`config.mk`:
```
export PLATFORM = sky130hd
export DESIGN_NAME = pll_chan_divbank
export DESIGN_NICKNAME = d
export VERILOG_FILES = /design/src/rtl/pcd_pkg.sv /design/src/rtl/pcd_regs.sv /design/src/rtl/pcd_channel.sv /design/src/rtl/pll_chan_divbank.sv
export SDC_FILE = /design/constraint.sdc
export NUM_CORES = 1
export LEC_CHECK = 0
export BUFFER_PORTS_ARGS = -buffer_cell sky130_fd_sc_hd__buf_2
export CORE_ASPECT_RATIO = 1.25
export CORE_MARGIN = 2
export CORE_UTILIZATION = 50
export DETAILED_ROUTE_END_ITERATION = 8
export HOLD_SLACK_MARGIN = 0.12
export PLACE_DENSITY = 0.72
export SYNTH_ARGS = -nofsm -noshare
export SYNTH_HDL_FRONTEND = slang
export SYNTH_SLANG_ARGS = --single-unit
```
`constraint.sdc`:
```
create_clock -name clk -period 5.6 [get_ports clk]
set_input_delay 0.84 -clock clk [delete_from_list [all_inputs] [get_ports clk]]
set_output_delay 0.84 -clock clk [all_outputs]
set_load 0.02 [all_outputs]
```
`src/rtl/pcd_pkg.sv`:
```
package pcd_pkg;
  // Register map: shared gating register at the bottom, channel words above
  localparam int unsigned HOLD_ADDR = 0;
  localparam int unsigned CTRL_BASE = 1;

  function automatic int unsigned ctrl_addr(input int unsigned ch);
    return CTRL_BASE + ch;
  endfunction

  function automatic int unsigned post_or_one(input int unsigned p);
    return (p == 0) ? 1 : p;
  endfunction
endpackage

```
`src/rtl/pcd_regs.sv`:
```
module pcd_regs #(
  parameter int unsigned NUM_CH = 3,
  parameter int unsigned DIV_W  = 8,
  parameter int unsigned ADDR_W = 4,
  parameter int unsigned DATA_W = 16
) (
  input  logic                          clk,
  input  logic                          rst,
  input  logic                          wr_en,
  input  logic [ADDR_W-1:0]             wr_addr,
  input  logic [DATA_W-1:0]             wr_data,
  output logic [NUM_CH-1:0]             hold_o,
  output logic [NUM_CH-1:0]             dis_o,
  output logic [NUM_CH-1:0][DIV_W-1:0]  div_o
);
  import pcd_pkg::*;

  localparam int unsigned CTRL_W = DIV_W + 1;

  logic hold_sel;
  assign hold_sel = wr_en && (wr_addr == ADDR_W'(HOLD_ADDR));

  // Shared gating register: one write updates every channel's hold bit
  always_ff @(posedge clk) begin
    if (rst) begin
      hold_o <= '0;
    end else if (hold_sel) begin
      hold_o <= wr_data[NUM_CH-1:0];
    end
  end

  for (genvar g = 0; g < NUM_CH; g++) begin : g_ctrl
    logic [CTRL_W-1:0] ctrl_q;
    logic              sel;

    assign sel = wr_en && (wr_addr == ADDR_W'(ctrl_addr(g)));

    always_ff @(posedge clk) begin
      if (rst) begin
        ctrl_q <= {1'b1, {DIV_W{1'b0}}};
      end else if (sel) begin
        ctrl_q <= wr_data[CTRL_W-1:0];
      end
    end

    assign dis_o[g] = ctrl_q[DIV_W];
    assign div_o[g] = ctrl_q[DIV_W-1:0];
  end

  logic unused_wr_bits;
  assign unused_wr_bits = ^wr_data;
endmodule

```
`src/rtl/pcd_channel.sv`:
```
module pcd_channel #(
  parameter int unsigned DIV_W  = 8,
  parameter int unsigned POST_W = 3,
  parameter int unsigned POST   = 1,
  localparam int unsigned RW    = DIV_W + POST_W
) (
  input  logic             clk,
  input  logic             rst,
  input  logic             run_en,
  input  logic [DIV_W-1:0] div_cfg,
  output logic             tick_o,
  output logic             clk_o,
  output logic             running_o
);
  logic [DIV_W-1:0] div_eff;
  logic [RW-1:0]    ratio_cfg;
  logic [RW-1:0]    ratio_q;
  logic [RW-1:0]    ratio_cur;
  logic [RW-1:0]    cnt_q;
  logic [RW-1:0]    high_len;
  logic             wrap;

  always_comb begin
    // A zero field selects the largest divide the field can express
    div_eff   = (div_cfg == '0) ? {DIV_W{1'b1}} : div_cfg;
    ratio_cfg = RW'(div_eff) * RW'(POST);
    // The first running cycle takes the live setting; afterwards the latched one
    ratio_cur = running_o ? ratio_q : ratio_cfg;
    wrap      = (cnt_q == ratio_cur - RW'(1));
    high_len  = (ratio_cur + RW'(1)) >> 1;
  end

  always_ff @(posedge clk) begin
    if (rst) begin
      cnt_q     <= '0;
      ratio_q   <= RW'(1);
      tick_o    <= 1'b0;
      clk_o     <= 1'b0;
      running_o <= 1'b0;
    end else if (!run_en) begin
      cnt_q     <= '0;
      ratio_q   <= ratio_cfg;
      tick_o    <= 1'b0;
      clk_o     <= 1'b0;
      running_o <= 1'b0;
    end else begin
      running_o <= 1'b1;
      tick_o    <= wrap;
      clk_o     <= (cnt_q < high_len);
      if (wrap) begin
        cnt_q   <= '0;
        ratio_q <= ratio_cfg;  // new divider only at a period boundary
      end else begin
        cnt_q   <= cnt_q + RW'(1);
        ratio_q <= ratio_cur;
      end
    end
  end
endmodule

```
`src/rtl/pll_chan_divbank.sv`:
```
module pll_chan_divbank #(
  parameter int unsigned NUM_CH = 3,
  parameter int unsigned DIV_W  = 8,
  parameter int unsigned POST_W = 3,
  parameter logic [NUM_CH*POST_W-1:0] POST_DIVS = {3'd1, 3'd2, 3'd1},
  parameter int unsigned ADDR_W = 4,
  parameter int unsigned DATA_W = 16
) (
  input  logic              clk,
  input  logic              rst,
  input  logic              pll_run,
  input  logic              wr_en,
  input  logic [ADDR_W-1:0] wr_addr,
  input  logic [DATA_W-1:0] wr_data,
  output logic [NUM_CH-1:0] tick,
  output logic [NUM_CH-1:0] clk_div,
  output logic [NUM_CH-1:0] running
);
  import pcd_pkg::*;

  logic [NUM_CH-1:0]            hold;
  logic [NUM_CH-1:0]            dis;
  logic [NUM_CH-1:0][DIV_W-1:0] div;
  logic [NUM_CH-1:0]            run_en;

  pcd_regs #(
    .NUM_CH (NUM_CH),
    .DIV_W  (DIV_W),
    .ADDR_W (ADDR_W),
    .DATA_W (DATA_W)
  ) u_regs (
    .clk     (clk),
    .rst     (rst),
    .wr_en   (wr_en),
    .wr_addr (wr_addr),
    .wr_data (wr_data),
    .hold_o  (hold),
    .dis_o   (dis),
    .div_o   (div)
  );

  for (genvar g = 0; g < NUM_CH; g++) begin : g_ch
    localparam int unsigned PD = post_or_one(int'(POST_DIVS[g*POST_W +: POST_W]));

    assign run_en[g] = pll_run && !hold[g] && !dis[g];

    pcd_channel #(
      .DIV_W  (DIV_W),
      .POST_W (POST_W),
      .POST   (PD)
    ) u_ch (
      .clk       (clk),
      .rst       (rst),
      .run_en    (run_en[g]),
      .div_cfg   (div[g]),
      .tick_o    (tick[g]),
      .clk_o     (clk_div[g]),
      .running_o (running[g])
    );
  end
endmodule

```
==> metrics.json, run 1 <==
{
  "async_s_r_ff_share_synth": {"value": 0},
  "setup.worst_path.end_class": {"value": "flip-flop"},
  "antenna_cells": {"value": 0},
  "yosys_reg_bits": {"value": 105},
  "drive_above_1_share": {"value": 0.0874},
  "post_cts_resized": {"value": 0},
  "synth-main-ff-cell": {"value": "dfxtp_1"},
  "htree_levels": {"value": 3},
  "period_share": {"value": 0.743},
  "master_of_the_slowest_instance_on_the_critical_path": {"value": "nand2_1"},
  "post_route_clock_skew": {"value": 0.00653, "unit": "ns"},
  "timing_hold_violations_final": {"value": 0},
  "internal_power": {"value": 1.34, "unit": "mW"},
  "clock-sinks": {"value": 105},
  "total_power": {"value": 1.79, "unit": "mW"},
  "synth.lib_cells_used.distinct": {"value": 83},
  "worstHoldPathCells": {"value": 1},
  "leakagePower": {"value": 3.05, "unit": "nW"},
  "path_common_cell": {"value": "nand2_1"},
  "grt_pass1_vias": {"value": 5550},
  "floorplan.initialDensity": {"value": 0.509},
  "wire_per_inst": {"value": 15.7, "unit": "um"},
  "worst-endpoint-arrival": {"value": 4.47, "unit": "ns"},
  "timing_worst_slew_pin_value": {"value": 0.962, "unit": "ns"},
  "worst-path-buf-inv": {"value": 0},
  "finish.net_count": {"value": 889},
  "synth-edff-count": {"value": 0},
  "num-fill-cells": {"value": 1298},
  "layout_commonest_cell": {"value": "nor2_1"},
  "cts_hold_buffers": {"value": 0},
  "r2r.worst_path.cells": {"value": 13},
  "timing.max_slew.rel_slack": {"value": 0.356},
  "avgViaCountPerCell": {"value": 5.81},
  "antenna_violations_before_repair": {"value": 1},
  "crit_path_cell_trace": {"value": "nor4_4, nand2_1, nor2_1, o31ai_1, ha_1, xor2_1, xnor2_1, nor4_1, o21ai_0, a211oi_1, nand4_1, nand2_1, o32a_1"},
  "critPathTopFamily": {"value": "simple AND/OR/NAND/NOR gates"},
  "final.setup.tns": {"value": 0, "unit": "ns"},
  "worst_skew_pair.late_latency": {"value": 0.36, "unit": "ns"},
  "p_seq_frac": {"value": 0.437},
  "buffer_ports.inserted": {"value": 25},
  "num_rows": {"value": 48},
  "grt_first_pass_wirelength": {"value": 26800, "unit": "um"},
  "final_critical_path_setup_slack": {"value": 1.44, "unit": "ns"},
  "power.net_switching": {"value": 0.453, "unit": "mW"},
  "required_time_of_the_critical_path": {"value": 5.91, "unit": "ns"},
  "clock_group_share_of_total_power": {"value": 0.413},
  "layout_common_cells": {"value": "138 x nor2_1, 105 x dfxtp_1, 51 x nand2_1"},
  "setup-violations-final": {"value": 0},
  "layout-area-overhead-vs-synth": {"value": 6.86, "unit": "%"},
  "syn-num-nets": {"value": 898},
  "power-per-cell-area": {"value": 240, "unit": "nW/um2"},
  "max_cap_viol_count": {"value": 0},
  "cts_tree": {"value": "yes"},
  "slowest_delay": {"value": 0.63, "unit": "ns"},
  "comb_power_share": {"value": 0.150},
  "cts_inserted_buffers": {"value": 9},
  "clockBufferDepth": {"value": 2},
  "clkSlewWorstSetupHoldPaths": {"value": 0.07, "unit": "ns"},
  "critical_path_depth_in_cells": {"value": 13},
  "die-area": {"value": 14900, "unit": "um2"},
  "core_region_area": {"value": 13700, "unit": "um2"},
  "ant_nets": {"value": 0},
  "setup_repair_after_global_routing_missed_its_margin": {"value": "false"},
  "fmax": {"value": 240, "unit": "MHz"},
  "hold_path.class": {"value": "flip-flop to flip-flop"},
  "route.detailed.drc": {"value": 0},
  "seq_area_frac_synth": {"value": 0.302},
  "per_instance_average_area_after_synthesis": {"value": 8.31, "unit": "um2"},
  "pin_count_of_the_biggest_net_entering_global_routing": {"value": 44},
  "post_dp_hpwl": {"value": 11600, "unit": "um"},
  "timing.critical_path.fanout_max": {"value": 21},
  "globalRouteTotalUtil": {"value": 0.226},
  "ff2ff_setup_slack": {"value": 1.44, "unit": "ns"},
  "cts_setup_buffers": {"value": 0},
  "switching_share": {"value": 0.253},
  "finalMaxSlewViolations": {"value": 0},
  "synth.yosys.warnings": {"value": 0},
  "die_width": {"value": 110, "unit": "um"},
  "synth_cells": {"value": 839},
  "via_count": {"value": 5867},
  "grt_remaining_overflow": {"value": 0},
  "period_needed": {"value": 4.16, "unit": "ns"},
  "synthesis.area": {"value": 6970, "unit": "um2"},
  "vdd.ir_drop.worst": {"value": 119, "unit": "uV"},
  "routabilityCongestion": {"value": 0.916},
  "start_kind": {"value": "flip-flop"},
  "drt_iter0_drc": {"value": 303},
  "pin_count": {"value": 33},
  "fp.dieH": {"value": 136, "unit": "um"},
  "run_status": {"value": "completed"},
  "dr.pass1.iters": {"value": 5},
  "dpl_worst_slack": {"value": 1.48, "unit": "ns"},
  "worst-setup-path-type": {"value": "flip-flop to flip-flop"},
  "cts_root_buf": {"value": "clkbuf_16"},
  "drt_wl_total": {"value": 15800, "unit": "um"}
}
==> worst reg2reg max path, stage by stage, from the launching register on <==
cell	delay, ns
dfxtp_1	0.42
nor4_4	0.48
nand2_1	0.09
nor2_1	0.47
o31ai_1	0.19
ha_1	0.30
xor2_1	0.19
xnor2_1	0.14
nor4_1	0.28
o21ai_0	0.13
a211oi_1	0.29
nand4_1	0.22
nand2_1	0.63
o32a_1	0.27
==> final timing paths <==
check,end,startpoint
worst max register to register,g_ch[0].u_ch.ratio_q[0],u_regs.g_ctrl[0].ctrl_q[1]
worst min register to register,g_ch[2].u_ch.tick_o,u_regs.g_ctrl[2].ctrl_q[8]
worst min-delay path,g_ch[2].u_ch.tick_o,u_regs.g_ctrl[2].ctrl_q[8]
worst max-delay path,g_ch[0].u_ch.ratio_q[0],u_regs.g_ctrl[0].ctrl_q[1]
==> metrics by stage <==
step | area (um2) | hold slack [ns] | cells | util
final | 7450 | 0.494 | 1010 | 0.544
after global routing | 7450 | 0.527 | 1010 | 0.544
after floorplan | 6970 | 0.440 | 839 | -
after CTS | 7450 | 0.495 | 1010 | 0.544
after detailed placement | 7100 | 0.481 | 994 | 0.519
after global placement | 7100 | 0.475 | 994 | 0.519
==> cell type report <==
cell class,instances,area [um2],area share
Tap cell,175,219,0.0294
Multi-Input combinational cell,670,4570,0.614
Timing Repair Buffer,28,148,0.0198
Clock inverter,5,103,0.0138
Inverter,16,60.1,0.00806
Sequential cell,105,2100,0.282
Clock buffer,11,243,0.0326
==> state kept, by name, indices dropped and copies added (netlist names) <==
| name | count |
|---|---|
| g_ch.u_ch.ratio_q | 33 |
| g_ch.u_ch.running_o | 3 |
| g_ch.u_ch.tick_o | 3 |
| g_ch.u_ch.cnt_q | 33 |
| g_ch.u_ch.clk_o | 3 |
| u_regs.hold_o | 3 |
| u_regs.g_ctrl.ctrl_q | 27 |
==> synthesized netlist by cell type, types with 5 or more instances <==
cell type  instances  area [um2]
and3_1            17         106
mux2_1             7        78.8
dfxtp_1          105        2100
nand2_1           51         191
nand2b_1          14        87.6
buf_2              7        35.0
o21ai_0           14        70.1
nand4_1           11        68.8
a21oi_1           16        80.1
ha_1              35         438
o22ai_1           14        87.6
nand3_1           31         155
a31oi_1           17         106
o211ai_1           6        45.0
xor2_1            42         368
a211o_1            8        70.1
nor3b_1            5        37.5
mux2i_1           37         370
o2bb2ai_1          6        52.6
or2_1              6        37.5
buf_4             10        75.1
nor3_1            25         125
nor2b_1            5        31.3
o21ai_1            5        25.0
a21o_1            13        97.6
xnor2_1           43         377
inv_1             15        56.3
or3_1              8        50.1
mux2_2             5        56.3
clkbuf_1          29         109
nor4_1             6        37.5
nor2_1           138         518
and2_1             9        56.3
==> routing by layer <==
layer | track usage | vias to the layer above | routed length [um]
li1 | - | 2974 | -
met2 | 0.397 | 95 | 8100
met4 | 0.0844 | 2 | 346
met3 | 0.0369 | 31 | 460
met1 | 0.273 | 2765 | 6910
met5 | 0 | - | 10
==> power groups by stage <==
stage	combinational (mW)	clock, mW	sequential [mW]
after floorplan	0.219	0	0.792
after global placement	0.262	0	0.797
after detailed placement	0.267	0	0.798
after CTS	0.269	0.753	0.780
after global routing	0.303	0.775	0.783
final	0.268	0.739	0.781
==> logic make-up (layout without fill, tap and decap cells) <==
group / after synthesis / after routing / share of synthesized area
XOR/XNOR: 85 / 85 / 0.107
AO/OA/AOI/OAI: 144 / 144 / 0.156
multiplexers: 49 / 49 / 0.0725
adder cells (fa/ha/maj): 35 / 35 / 0.0628
AND/OR/NAND/NOR: 357 / 357 / 0.258
flip-flops: 105 / 105 / 0.302
buffers and inverters: 64 / 60 / 0.0422
No activity file was read; power rests on OpenSTA's default activity.
==> run 2, diff against run 1 <==
clock period = 4.05 ns   (was 5.6 ns; I/O delays follow)
==> metrics.json, run 2 (synthesis gave the netlist of run 1 again) <==
{
  "required_time_of_the_critical_path": {"value": 4.33, "unit": "ns"},
  "drive_above_1_share": {"value": 0.101},
  "setup.worst_path.end_class": {"value": "flip-flop"},
  "drt_wl_total": {"value": 16000, "unit": "um"},
  "wire_per_inst": {"value": 15.7, "unit": "um"},
  "globalRouteTotalUtil": {"value": 0.226},
  "finish.net_count": {"value": 904},
  "setup-violations-final": {"value": 0},
  "avgViaCountPerCell": {"value": 5.81},
  "floorplan.initialDensity": {"value": 0.509},
  "timing_hold_violations_final": {"value": 0},
  "final.setup.tns": {"value": 0, "unit": "ns"},
  "core_region_area": {"value": 13700, "unit": "um2"},
  "clock-sinks": {"value": 105},
  "worst_skew_pair.late_latency": {"value": 0.35, "unit": "ns"},
  "post_cts_resized": {"value": 0},
  "max_cap_viol_count": {"value": 0},
  "route.detailed.drc": {"value": 0},
  "cts_setup_buffers": {"value": 0},
  "grt_first_pass_wirelength": {"value": 26800, "unit": "um"},
  "worst-setup-path-type": {"value": "flip-flop to flip-flop"},
  "num_rows": {"value": 48},
  "start_kind": {"value": "flip-flop"},
  "worst-path-buf-inv": {"value": 0},
  "grt_pass1_vias": {"value": 5509},
  "layout_commonest_cell": {"value": "nor2_1"},
  "worst-endpoint-arrival": {"value": 4.00, "unit": "ns"},
  "die-area": {"value": 14900, "unit": "um2"},
  "htree_levels": {"value": 3},
  "drt_iter0_drc": {"value": 318},
  "layout_common_cells": {"value": "138 x nor2_1, 105 x dfxtp_1, 51 x nand2_1"},
  "cts_root_buf": {"value": "clkbuf_16"},
  "pin_count_of_the_biggest_net_entering_global_routing": {"value": 44},
  "dr.pass1.iters": {"value": 5},
  "slowest_delay": {"value": 0.60, "unit": "ns"},
  "layout-area-overhead-vs-synth": {"value": 7.99, "unit": "%"},
  "pin_count": {"value": 33},
  "via_count": {"value": 5953},
  "setup_repair_after_global_routing_missed_its_margin": {"value": "false"},
  "utilization": {"value": 0.550},
  "master_of_the_slowest_instance_on_the_critical_path": {"value": "or4_4"},
  "fp.dieH": {"value": 136, "unit": "um"},
  "cts_tree": {"value": "yes"},
  "leakagePower": {"value": 3.11, "unit": "nW"},
  "cts_hold_buffers": {"value": 0},
  "cts_inserted_buffers": {"value": 9},
  "period_share": {"value": 0.919},
  "ff2ff_setup_slack": {"value": 0.33, "unit": "ns"},
  "clockBufferDepth": {"value": 2},
  "critPathTopFamily": {"value": "simple AND/OR/NAND/NOR gates"},
  "layout_top_registers": {"value": "g_ch.u_ch.cnt_q x33, g_ch.u_ch.ratio_q x33, u_regs.g_ctrl.ctrl_q x27"},
  "run_status": {"value": "completed"},
  "post_route_clock_skew": {"value": 0.00977, "unit": "ns"},
  "ant_nets": {"value": 0},
  "timing.max_slew.rel_slack": {"value": 0.374},
  "grt_remaining_overflow": {"value": 0},
  "fmax": {"value": 269, "unit": "MHz"},
  "vdd.ir_drop.worst": {"value": 201, "unit": "uV"},
  "finalMaxSlewViolations": {"value": 0},
  "antenna_cells": {"value": 0},
  "post_dp_hpwl": {"value": 12000, "unit": "um"},
  "timing_worst_slew_pin_value": {"value": 0.936, "unit": "ns"},
  "antenna_violations_before_repair": {"value": 1},
  "crit_path_cell_trace": {"value": "or4_4, or3_1, o21bai_1, mux2_2, ha_1, or3b_2, xnor2_1, ha_1, a21o_1, a21oi_1, nor2b_1, o21ai_0, a21oi_1, a31oi_1"},
  "clkSlewWorstSetupHoldPaths": {"value": 0.07, "unit": "ns"},
  "die_width": {"value": 110, "unit": "um"},
  "period_needed": {"value": 3.72, "unit": "ns"},
  "power-per-cell-area": {"value": 321, "unit": "nW/um2"},
  "timing.critical_path.fanout_max": {"value": 7},
  "hold_path.class": {"value": "flip-flop to flip-flop"},
  "routabilityCongestion": {"value": 0.871},
  "buffer_ports.inserted": {"value": 25}
}
## run 2: cell type report
class / count / area, um2
multi-input cells: 670 / 4570
clock inverters: 3 / 65.1
clock buffers: 12 / 246
flip-flops and latches: 105 / 2100
well taps: 175 / 219
fillers: 1291 / 6170
repair buffers: 43 / 260
inverters: 16 / 60.1
## run 2: where the power goes
part	internal, mW	total, mW	leakage (nW)	switching [mW]
Sequential	1.06	1.08	0.855	0.0206
Combinational	0.179	0.390	2.10	0.211
Clock	0.555	0.943	0.153	0.388
## run 2: routing by layer
layer / global-route usage / up-vias / share of wire
met3: 0.0379 / 32 / 0.032
met4: 0.0717 / 2 / 0.022
met1: 0.272 / 2794 / 0.43
met2: 0.404 / 110 / 0.51
met5: 0 / - / 0.00069
li1: - / 3015 / -
## run 2: per-stage QoR
stage               hold WS (ns)  instance area [um2]  setup slack (ns)  std cells  power (mW)
floorplan                  0.440                 6970             0.629        839        1.40
global placement           0.475                 7220             0.410       1009        1.48
global route               0.522                 7530           0.00588       1024        2.51
detailed placement         0.475                 7220             0.339       1009        1.49
CTS                        0.487                 7530             0.328       1024        2.43
finish                     0.485                 7530             0.329       1024        2.41
## run 2: path summary, 6_finish.rpt
check,from,to,cells past startpoint
max,u_regs.g_ctrl[2].ctrl_q[7],g_ch[2].u_ch.clk_o,14
min,u_regs.g_ctrl[2].ctrl_q[8],g_ch[2].u_ch.tick_o,1
max reg2reg,u_regs.g_ctrl[2].ctrl_q[7],g_ch[2].u_ch.clk_o,14
min reg2reg,u_regs.g_ctrl[2].ctrl_q[8],g_ch[2].u_ch.tick_o,1
